==> config.mk <==
export PLATFORM = sky130hd
export DESIGN_NAME = rxbd_engine
export DESIGN_NICKNAME = d
export VERILOG_FILES = /design/src/rtl/rxbd_pkg.sv /design/src/rtl/rxbd_prefetch.sv /design/src/rtl/rxbd_fill.sv /design/src/rtl/rxbd_port_arb.sv /design/src/rtl/rxbd_engine.sv
export SDC_FILE = /design/constraint.sdc
export NUM_CORES = 1
export LEC_CHECK = 0
export ABC_AREA = 1
export BUFFER_PORTS_ARGS = -buffer_cell sky130_fd_sc_hd__buf_4
export CORE_MARGIN = 2
export CORE_UTILIZATION = 30
export CTS_BUF_LIST = sky130_fd_sc_hd__clkbuf_2 sky130_fd_sc_hd__clkbuf_4 sky130_fd_sc_hd__clkbuf_8
export DETAILED_ROUTE_END_ITERATION = 6
export SLEW_MARGIN = 20
export SYNTH_ARGS = -nofsm -noshare
export SYNTH_HDL_FRONTEND = slang
export SYNTH_SLANG_ARGS = --single-unit
==> constraint.sdc <==
create_clock -name clk -period 4.8 [get_ports clk]
set_clock_uncertainty 0.2 [all_clocks]
set_input_delay 0.24 -clock clk [delete_from_list [all_inputs] [get_ports clk]]
set_output_delay 0.24 -clock clk [all_outputs]
set_load 0.1 [all_outputs]
==> src/rtl/rxbd_pkg.sv <==
package rxbd_pkg;

    // Status bit positions inside the 16-bit status half of word 0.
    localparam int ST_EMPTY = 15;
    localparam int ST_WRAP  = 13;
    localparam int ST_LAST  = 11;
    localparam int ST_FIRST = 10;

    // Fixed descriptor format widths and layout.
    localparam int DESC_BYTES = 8;
    localparam int PTR_OFS    = 4;
    localparam int LEN_W      = 16;
    localparam int PTR_W      = 32;

    typedef struct packed {
        logic [15:0]      status;
        logic [LEN_W-1:0] length;
    } desc_w0_t;

    typedef enum logic [1:0] {
        PF_IDLE,
        PF_CAP0,
        PF_ISS1,
        PF_CAP1
    } pf_state_e;

    function automatic logic [15:0] make_status(input logic wrap,
                                                input logic last,
                                                input logic first);
        logic [15:0] s;
        s           = '0;
        s[ST_WRAP]  = wrap;
        s[ST_LAST]  = last;
        s[ST_FIRST] = first;
        return s;
    endfunction

endpackage

==> src/rtl/rxbd_prefetch.sv <==
module rxbd_prefetch
    import rxbd_pkg::*;
#(
    parameter int DA_W = 8
) (
    input  logic             clk,
    input  logic             rst,
    input  logic [DA_W-1:0]  tbl_base,
    input  logic             grant,
    output logic             rd_req,
    output logic [DA_W-1:0]  rd_addr,
    input  logic [31:0]      rd_data,
    input  logic             take,
    output logic             pf_valid,
    output logic [DA_W-1:0]  pf_addr,
    output logic [PTR_W-1:0] pf_ptr,
    output logic             pf_wrap
);

    localparam logic [DA_W-1:0] STEP   = DA_W'(DESC_BYTES);
    localparam logic [DA_W-1:0] W1_OFS = DA_W'(PTR_OFS);
    localparam int EMPTY_BIT = LEN_W + ST_EMPTY;
    localparam int WRAP_BIT  = LEN_W + ST_WRAP;

    pf_state_e       state;
    logic [DA_W-1:0] fetch_addr;
    logic            seen_empty;

    assign pf_addr    = fetch_addr;
    assign seen_empty = rd_data[EMPTY_BIT];

    always_comb begin
        rd_req  = 1'b0;
        rd_addr = fetch_addr;
        unique case (state)
            PF_IDLE: rd_req = !pf_valid && grant;
            PF_CAP0: begin
                rd_req  = seen_empty && grant;
                rd_addr = fetch_addr + W1_OFS;
            end
            PF_ISS1: begin
                rd_req  = grant;
                rd_addr = fetch_addr + W1_OFS;
            end
            default: rd_req = 1'b0;
        endcase
    end

    always_ff @(posedge clk) begin
        if (rst) begin
            state      <= PF_IDLE;
            fetch_addr <= tbl_base;
            pf_valid   <= 1'b0;
            pf_ptr     <= '0;
            pf_wrap    <= 1'b0;
        end else begin
            unique case (state)
                PF_IDLE: if (rd_req) state <= PF_CAP0;
                PF_CAP0: begin
                    pf_wrap <= rd_data[WRAP_BIT];
                    if (!seen_empty)  state <= PF_IDLE;
                    else if (rd_req)  state <= PF_CAP1;
                    else              state <= PF_ISS1;
                end
                PF_ISS1: if (rd_req) state <= PF_CAP1;
                default: begin
                    pf_ptr   <= rd_data;
                    pf_valid <= 1'b1;
                    state    <= PF_IDLE;
                end
            endcase
            if (take) begin
                pf_valid   <= 1'b0;
                fetch_addr <= pf_wrap ? tbl_base : fetch_addr + STEP;
            end
        end
    end

endmodule

==> src/rtl/rxbd_fill.sv <==
module rxbd_fill
    import rxbd_pkg::*;
#(
    parameter int DA_W = 8
) (
    input  logic             clk,
    input  logic             rst,
    input  logic             rx_valid,
    input  logic [7:0]       rx_data,
    input  logic             rx_last,
    input  logic [LEN_W-1:0] buf_len,
    input  logic             pf_valid,
    input  logic [DA_W-1:0]  pf_addr,
    input  logic [PTR_W-1:0] pf_ptr,
    input  logic             pf_wrap,
    output logic             take,
    output logic             close,
    output logic [DA_W-1:0]  close_addr,
    output desc_w0_t         close_word,
    output logic             bw_valid,
    output logic [PTR_W-1:0] bw_addr,
    output logic [7:0]       bw_data,
    output logic             irq_frame,
    output logic             err_busy
);

    logic             act_valid;
    logic [DA_W-1:0]  act_addr;
    logic [PTR_W-1:0] act_ptr;
    logic             act_wrap;
    logic [LEN_W-1:0] act_cnt;
    logic [LEN_W-1:0] frame_len;
    logic             first_pend;
    logic             dropping;

    logic             have, accept, busy;
    logic             use_wrap;
    logic [PTR_W-1:0] use_ptr;
    logic [LEN_W-1:0] base_cnt, cnt_n, flen_n;

    always_comb begin
        have       = act_valid || pf_valid;
        accept     = rx_valid && !dropping && have;
        busy       = rx_valid && !dropping && !have;
        take       = accept && !act_valid;
        close_addr = act_valid ? act_addr : pf_addr;
        use_ptr    = act_valid ? act_ptr  : pf_ptr;
        use_wrap   = act_valid ? act_wrap : pf_wrap;
        base_cnt   = act_valid ? act_cnt  : '0;
        cnt_n      = base_cnt + LEN_W'(1);
        flen_n     = frame_len + LEN_W'(1);
        close      = accept && (rx_last || cnt_n == buf_len);
        close_word.status = make_status(use_wrap, rx_last, first_pend);
        close_word.length = rx_last ? flen_n : cnt_n;
    end

    always_ff @(posedge clk) begin
        if (rst) begin
            act_valid  <= 1'b0;
            act_addr   <= '0;
            act_ptr    <= '0;
            act_wrap   <= 1'b0;
            act_cnt    <= '0;
            frame_len  <= '0;
            first_pend <= 1'b1;
            dropping   <= 1'b0;
            bw_valid   <= 1'b0;
            bw_addr    <= '0;
            bw_data    <= '0;
            irq_frame  <= 1'b0;
            err_busy   <= 1'b0;
        end else begin
            bw_valid  <= accept;
            bw_addr   <= use_ptr + PTR_W'(base_cnt);
            bw_data   <= rx_data;
            irq_frame <= accept && rx_last;
            err_busy  <= busy;
            if (accept) begin
                if (close) begin
                    act_valid  <= 1'b0;
                    first_pend <= rx_last;
                    frame_len  <= rx_last ? '0 : flen_n;
                end else begin
                    act_valid <= 1'b1;
                    act_addr  <= close_addr;
                    act_ptr   <= use_ptr;
                    act_wrap  <= use_wrap;
                    act_cnt   <= cnt_n;
                    frame_len <= flen_n;
                end
            end else if (busy) begin
                dropping   <= !rx_last;
                frame_len  <= '0;
                first_pend <= 1'b1;
            end else if (rx_valid && dropping && rx_last) begin
                dropping <= 1'b0;
            end
        end
    end

endmodule

==> src/rtl/rxbd_port_arb.sv <==
module rxbd_port_arb
    import rxbd_pkg::*;
#(
    parameter int DA_W = 8
) (
    input  logic            clk,
    input  logic            rst,
    input  logic            close,
    input  logic [DA_W-1:0] close_addr,
    input  desc_w0_t        close_word,
    input  logic            rd_req,
    input  logic [DA_W-1:0] rd_addr,
    output logic            grant,
    output logic            dram_req,
    output logic            dram_we,
    output logic [DA_W-1:0] dram_addr,
    output logic [31:0]     dram_wdata
);

    logic            wb_pend;
    logic [DA_W-1:0] wb_addr;
    desc_w0_t        wb_word;

    // A new close overrides the pending flag; the old write issues this cycle.
    always_ff @(posedge clk) begin
        if (rst) begin
            wb_pend <= 1'b0;
            wb_addr <= '0;
            wb_word <= '0;
        end else if (close) begin
            wb_pend <= 1'b1;
            wb_addr <= close_addr;
            wb_word <= close_word;
        end else begin
            wb_pend <= 1'b0;
        end
    end

    always_comb begin
        grant      = !wb_pend;
        dram_req   = wb_pend || rd_req;
        dram_we    = wb_pend;
        dram_addr  = wb_pend ? wb_addr : rd_addr;
        dram_wdata = wb_word;
    end

endmodule

==> src/rtl/rxbd_engine.sv <==
module rxbd_engine
    import rxbd_pkg::*;
#(
    parameter int DA_W = 8
) (
    input  logic             clk,
    input  logic             rst,
    input  logic [DA_W-1:0]  tbl_base,
    input  logic [LEN_W-1:0] buf_len,
    output logic             dram_req,
    output logic             dram_we,
    output logic [DA_W-1:0]  dram_addr,
    output logic [31:0]      dram_wdata,
    input  logic [31:0]      dram_rdata,
    input  logic             rx_valid,
    input  logic [7:0]       rx_data,
    input  logic             rx_last,
    output logic             bw_valid,
    output logic [PTR_W-1:0] bw_addr,
    output logic [7:0]       bw_data,
    output logic             irq_frame,
    output logic             err_busy
);

    logic             grant, rd_req, take, close;
    logic [DA_W-1:0]  rd_addr, pf_addr, close_addr;
    logic [PTR_W-1:0] pf_ptr;
    logic             pf_valid, pf_wrap;
    desc_w0_t         close_word;

    rxbd_prefetch #(.DA_W(DA_W)) u_pf (
        .clk(clk), .rst(rst), .tbl_base(tbl_base), .grant(grant),
        .rd_req(rd_req), .rd_addr(rd_addr), .rd_data(dram_rdata),
        .take(take), .pf_valid(pf_valid), .pf_addr(pf_addr),
        .pf_ptr(pf_ptr), .pf_wrap(pf_wrap)
    );

    rxbd_fill #(.DA_W(DA_W)) u_fill (
        .clk(clk), .rst(rst), .rx_valid(rx_valid), .rx_data(rx_data),
        .rx_last(rx_last), .buf_len(buf_len), .pf_valid(pf_valid),
        .pf_addr(pf_addr), .pf_ptr(pf_ptr), .pf_wrap(pf_wrap),
        .take(take), .close(close), .close_addr(close_addr),
        .close_word(close_word), .bw_valid(bw_valid), .bw_addr(bw_addr),
        .bw_data(bw_data), .irq_frame(irq_frame), .err_busy(err_busy)
    );

    rxbd_port_arb #(.DA_W(DA_W)) u_arb (
        .clk(clk), .rst(rst), .close(close), .close_addr(close_addr),
        .close_word(close_word), .rd_req(rd_req), .rd_addr(rd_addr),
        .grant(grant), .dram_req(dram_req), .dram_we(dram_we),
        .dram_addr(dram_addr), .dram_wdata(dram_wdata)
    );

endmodule

==> qor.yml, run 1 <==
worstMarginPinSlew_ns: 0.958
yosysTopAreaCell: "dfxtp_1"
dpl.hpwl_um: 21200
drt_pass1_iterations: 5
grt_use_total: 0.165
ant_nets: 0
reg2reg_from: "u_fill.act_valid$_SDFFE_PP0P_"
timing.rr.end: "u_fill.bw_addr[28]$_SDFF_PP0_"
yosysSeqAreaShare: 0.375
finalHoldViolations: 0
crit_fanout: 61
avgRoutedWirePerCell_um: 13.9
drtIter0Drc: 628
ys_types: 49
fin_crit_ns: 3.78
avgSynthCellArea_um2: 6.91
via_per_inst: 4.69
crit_path_end: "u_fill.bw_addr[28]$_SDFF_PP0_"
p_sw_frac: 0.379
die_area_um2: 36200
cap_viol_max_count: 0
synth-seq-cells: 191
overflow: 0
final_nets: 1744
core-area_um2: 34400
startpoint: "u_fill.act_valid$_SDFFE_PP0P_"
cts_buffer_depth: 2
combPwrFrac: 0.285
arrival_ns: 4.01
ios: 153
hold_slack_ns: 0.0368
ff2ff_path_depth: 19
post-route-period-util: 0.788
worstPathRequired_ns: 5.03
status: "complete, no violations"
finalSetupTns_ns: 0
vias: 9935
netlist.area_leader.share: 0.352
worst_setup_path_end_kind: "flop"
final_util: 0.369
synthFlopType: "dfxtp_1"
powerDensity_nw_per_um2: 325
netlist_instances: 1507
numCtsBuffers: 17
async_flop_share: 0
criticalPathCategory: "flop to flop"
num_rows: 68
grt_max_degree: 85
setup_viol: 0
io_buffers: 139
die_width_um: 190
cts_sinks: 191
start_util: 0.303
max_freq_mhz: 264
drive_above_1_share: 0.172
gp_congestion: 0.909
ys_warn_count: 0
synth_area_leaders: "dfxtp_1, nand2_1, nor2_1, nand3_1, o21ai_0"
syn2layout_area_growth_pct: 21.8
setup_slack_ns: 1.02
cts_tree: "done"
clk_pin_slew_ns: 0.11
drv_slew: 0
grt_setup_unrepaired: "false"
synth_edf_count: 8
place_ws_ns: 1.10
p_sw_w: 0.00156
clk_latency_ns: 0.49
antenna_found_initial: 0
maxSlewHeadroom: 0.360
hold_class: "input port to flop"
synth.most_common_cell: "nand2_1"
cp-start-kind: "flop"
drc_errors: 0
r2r_setup_slack_ns: 1.02
peakVddDrop_v: 0.000316
grt_pass1_wl_um: 48000
leakage_nw: 5.76
clock-root-buffer: "clkbuf_8"
h-tree-depth: 4
power_frac_seq: 0.426
synth_commonest_cells: "nand2_1, nor2_1, dfxtp_1"
syn_area_um2: 10400
first_global_vias: 9599
antenna_cells: 0
die_h_um: 190
drt_wl_total_um: 29500
internal_power_w: 0.00256
p_total_w: 0.00412
clkPwrFrac: 0.288
cts-resized-gates: 0
## layout by cell type, fill, tap and decap left out, drive strengths merged, types with 2 or more instances in the layout
cell / instances
nand3: 148
nand3b: 19
ha: 24
xor2: 14
nor2: 220
o21ai: 112
edfxtp: 8
conb: 13
or2: 27
a22oi: 2
nor3: 10
dlygate4sd3: 52
clkinv: 2
xnor2: 6
mux2i: 13
nand4: 12
nand2: 342
and2: 2
clkbuf: 19
buf: 151
nor4: 2
inv: 134
o211ai: 2
clkinvlp: 4
a21oi: 124
o21a: 5
bufinv: 3
dfxtp: 183
## flip-flops by register name, summed over array words and instances, names as in the netlist
signal	flops
u_fill.act_ptr	32
u_fill.bw_addr	32
u_pf.pf_ptr	32
u_arb.dram_wdata	19
u_fill.act_cnt	16
u_fill.frame_len	16
u_arb.wb_addr	8
u_fill.act_addr	8
u_fill.bw_data	8
u_pf.pf_addr	8
u_pf.state	2
u_arb.dram_we	1
u_fill.act_valid	1
u_fill.act_wrap	1
u_fill.bw_valid	1
u_fill.dropping	1
u_fill.err_busy	1
u_fill.first_pend	1
u_fill.irq_frame	1
u_pf.pf_valid	1
u_pf.pf_wrap	1
## critical path, cell delays in order, from the launching register on
cell and delay [ns]:
dfxtp_2 0.34, buf_4 0.59, nand2_2 0.23, inv_1 0.13, ha_1 0.14, inv_1 0.06, fa_1 0.40, inv_1 0.07
nand3_1 0.06, nand2_1 0.11, nand2_1 0.06, nand2_1 0.05, a21oi_1 0.09, o21ai_0 0.38, nand3_1 0.13, nand2_1 0.16
nand2_1 0.12, o21ai_0 0.16, nand2_1 0.06, nor2_1 0.09
## per-layer routing
metal,global-route usage,share of wire,up-vias
met4,0.0575,0.020,0
met3,0.0261,0.034,30
met2,0.287,0.48,150
met1,0.207,0.47,4609
met5,0,0,-
li1,-,-,5146
## stage by stage
| step | instance area, µm² | cells |
|---|---|---|
| 3_5_place_dp | 11700 | 2035 |
| 4_1_cts | 12700 | 2119 |
| 5_1_grt | 12700 | 2119 |
| 2_1_floorplan | 10500 | 1519 |
| 6_report | 12700 | 2119 |
| 3_3_place_gp | 11700 | 2035 |
## layout make-up
class,instances,area [µm²]
Tap cell,455,569
Clock buffer,19,255
Multi-Input combinational cell,1108,5610
Timing Repair Buffer,203,1680
Clock inverter,13,178
Inverter,130,489
Sequential cell,191,3910
Fill cell,3696,21700
## power by group through the flow
stage / sequential (W) / combinational (W) / clock, W
floorplan: 0.00195 / 0.000716 / 0
global placement: 0.00179 / 0.00113 / 0
detailed placement: 0.00179 / 0.00114 / 0
CTS: 0.00176 / 0.00118 / 0.00122
global route: 0.00177 / 0.00128 / 0.00128
finish: 0.00176 / 0.00118 / 0.00119
## kinds of logic (layout without fill, tap and decap cells)
group / Yosys count / after routing / synth area share
AOI/OAI and AO/OA: 252 / 252 / 0.143
DFF: 191 / 191 / 0.375
buffers and inverters: 220 / 365 / 0.0935
muxes: 14 / 14 / 0.0136
xor gates and xnor gates: 20 / 20 / 0.0168
and+or+nand+nor: 784 / 784 / 0.327
adders and majority gates: 25 / 25 / 0.0308
other: 1 / 13 / 0.000360
## worst min path at each step
stage / end / slack (ns) / depth (start not counted) / start
2_1_floorplan: u_fill.bw_data[0]$_SDFF_PP0_ / 0.15 / 2 / rx_data[0]
3_3_place_gp: u_fill.first_pend$_SDFFE_PP1P_ / 0.24 / 2 / u_fill.first_pend$_SDFFE_PP1P_
3_5_place_dp: u_fill.first_pend$_SDFFE_PP1P_ / 0.24 / 2 / u_fill.first_pend$_SDFFE_PP1P_
4_1_cts: u_fill.frame_len[4]$_SDFFE_PP0P_ / 0.007 / 2 / rst
5_1_grt: u_fill.bw_data[3]$_SDFF_PP0_ / 0.03 / 2 / rst
6_report: u_arb.dram_we$_SDFF_PP0_ / 0.04 / 2 / rst
## what timing repair did
action                                  CTS  global route
endpoints found under the setup margin    0             0
buffers inserted                          0             0
hold buffers                             52             0
hold endpoints to repair                 53             0
Note: power is estimated with default switching activity, not from simulation.
==> run 2, diff against run 1 <==
clock period = 3.7 ns   (was 4.8 ns; I/O delays follow)
==> run 2 against run 1 <==
Final cell count is 0.71% higher. Largest power group unchanged. Clock power is 10% higher. Clock-buffer cell count is 1 lower. Fmax is 16% higher. Power is 24% higher. Cell area is 0.79% higher. Sequential share of layout area is 0.24 points lower. Global-route usage is 0.16 points lower. Highest routed layer unchanged. Die area stayed put. Utilization is 0.29 points higher.
==> qor.yml, run 2 (same netlist as run 1, synthesis figures left out) <==
final_cell_mix: "nand2_1, nor2_1, dfxtp_1"
overflow: 0  # unchanged
cap_viol_max_count: 0  # unchanged
cts_buffer_depth: 2  # unchanged
reg_top3: "u_fill.act_ptr (32), u_fill.bw_addr (32), u_pf.pf_ptr (32)"
worstMarginPinSlew_ns: 0.964  # +0.00593 ns
dp.cells: 2042  # +0.34%
arrival_ns: 3.48  # -0.53 ns
worst_setup_path_end_kind: "flop"
startpoint: "u_fill.act_valid$_SDFFE_PP0P_"
drt_pass1_iterations: 5  # unchanged
clock-root-buffer: "clkbuf_8"
powerDensity_nw_per_um2: 401  # +23%
die_width_um: 190  # unchanged
drtIter0Drc: 631  # +0.48%
dpl.hpwl_um: 21400  # +1.1%
fin_crit_ns: 3.25  # -0.529 ns
first_global_vias: 9471  # -1.3%
ff2ff_path_depth: 16  # -3
h-tree-depth: 4  # unchanged
crit_slowest_cell: "buf_4"
num_rows: 68  # unchanged
grt_max_degree: 102  # +20%
instances_no_fill: 2134  # +0.71%
cts-resized-gates: 0  # unchanged
die_area_um2: 36200  # unchanged
antenna_cells: 0  # unchanged
worstPathRequired_ns: 3.93  # -1.10 ns
io_buffers: 139  # unchanged
cts_sinks: 191  # unchanged
hold_slack_ns: 0.156  # +0.120 ns
crit_chain: "buf_4 > nand2_1 > nor2_1 > nand2_1 > nor2_2 > nand3_1 > nand2_1 > nand2_1 > nand2_1 > nand3_1 > nor2_2 > nand3_4 > buf_12 > nand3_1 > nand2_1 > nor2_1"
hold_class: "input port to flop"
max_freq_mhz: 308  # +16%
nFillCells: 3719  # +0.62%
post-route-period-util: 0.879  # +0.0913
finalHoldViolations: 0  # unchanged
drt_wl_total_um: 29800  # +0.84%
syn2layout_area_growth_pct: 22.7
clk_pin_slew_ns: 0.10  # about the same
drv_slew: 0  # unchanged
grt_pass1_wl_um: 47600  # -0.87%
timing.rr.end: "u_fill.act_ptr[8]$_SDFFE_PP0P_"
cts_tree: "done"
die_h_um: 190  # unchanged
avgRoutedWirePerCell_um: 14.0  # +0.13%
crit_fanout: 78  # +28%
grt_setup_unrepaired: "false"
cpMostUsedCell: "nand2_1"
p_total_w: 0.00512  # +24%
finalSetupTns_ns: 0  # unchanged
core-area_um2: 34400  # unchanged
maxSlewHeadroom: 0.356  # -0.00396
final_common_cell: "nand2_1"
criticalPathCategory: "flop to flop"
cp-start-kind: "flop"
drive_above_1_share: 0.175  # +0.00263
r2r_setup_slack_ns: 0.45  # -0.57 ns
leakage_nw: 5.83  # +1.2%
clk_latency_ns: 0.50  # about the same
slowest_delay_ns: 0.42  # -0.17 ns
antenna_found_initial: 0  # unchanged
setup_viol: 0  # unchanged
numCtsBuffers: 17  # unchanged
vias: 10082  # +1.5%
ios: 153  # unchanged
grt_use_total: 0.164  # -0.00161
reg2reg_from: "u_fill.act_valid$_SDFFE_PP0P_"
peakVddDrop_v: 0.000365  # +16%
crit_path_end: "u_fill.act_ptr[8]$_SDFFE_PP0P_"
final_nets: 1759  # +0.86%
drc_errors: 0  # unchanged
start_util: 0.303  # unchanged
gp_congestion: 0.895  # -1.5%
status: "complete, no violations"
via_per_inst: 4.72  # +0.77%
ant_nets: 0  # unchanged
-- run 2: layout make-up --
cell class	instances	area, µm²	share of cell area
well taps	455	569	0.0445
clock inverters	14	108	0.00842
flip-flops and latches	191	3910	0.306
clock buffers	18	248	0.0194
inverters	130	489	0.0383
multi-input cells	1108	5600	0.438
repair buffers	218	1860	0.146
-- run 2: routing by layer --
metal  global-route usage  part of all wire
met5                    0                 0
met4               0.0522             0.018
met3               0.0230             0.035
met2                0.282              0.48
met1                0.210              0.46
-- run 2: report_power, final --
group,leakage [nW],total (W),switching (W),internal [W]
Clock,0.182,0.00131,0.000817,0.000493
Combinational,4.09,0.00153,0.00111,0.000419
Sequential,1.56,0.00229,0.0000842,0.00220
-- run 2: worst max-delay path: cells and delay by family (launching register included) --
kind                   cells  cell delay [ns]
DFF                        1             0.35
and+or+nand+nor           14             1.89
buffers and inverters      2             0.66
-- run 2: how the worst min path moves through the flow --
| stage | start | endpoint | slack [ns] | cells past startpoint |
|---|---|---|---|---|
| 3_5_place_dp | rx_data[6] | u_fill.bw_data[6]$_SDFF_PP0_ | 0.20 | 3 |
| 4_1_cts | buf_len[5] | u_arb.dram_wdata[27]$_SDFFE_PP0N_ | 0.12 | 9 |
| 6_report | buf_len[5] | u_arb.dram_wdata[27]$_SDFFE_PP0N_ | 0.16 | 9 |
| 3_3_place_gp | rx_data[7] | u_fill.bw_data[7]$_SDFF_PP0_ | 0.19 | 3 |
| 2_1_floorplan | rx_data[0] | u_fill.bw_data[0]$_SDFF_PP0_ | 0.09 | 2 |
| 5_1_grt | buf_len[5] | u_arb.dram_wdata[27]$_SDFFE_PP0N_ | 0.22 | 9 |
-- run 2: metrics by stage --
step	area (µm²)	utilization	setup slack, ns
final	12800	0.372	0.448
after global routing	12800	0.372	0.102
after CTS	12800	0.372	0.486
after detailed placement	11800	0.344	0.509
after global placement	11800	0.344	0.510
after floorplan	10500	-	0.129
-- run 2: what timing repair did --
item	in CTS	in global routing
buffers inserted	0	0
hold endpoints to repair	76	0
hold buffers	60	0
setup endpoints to repair	0	0
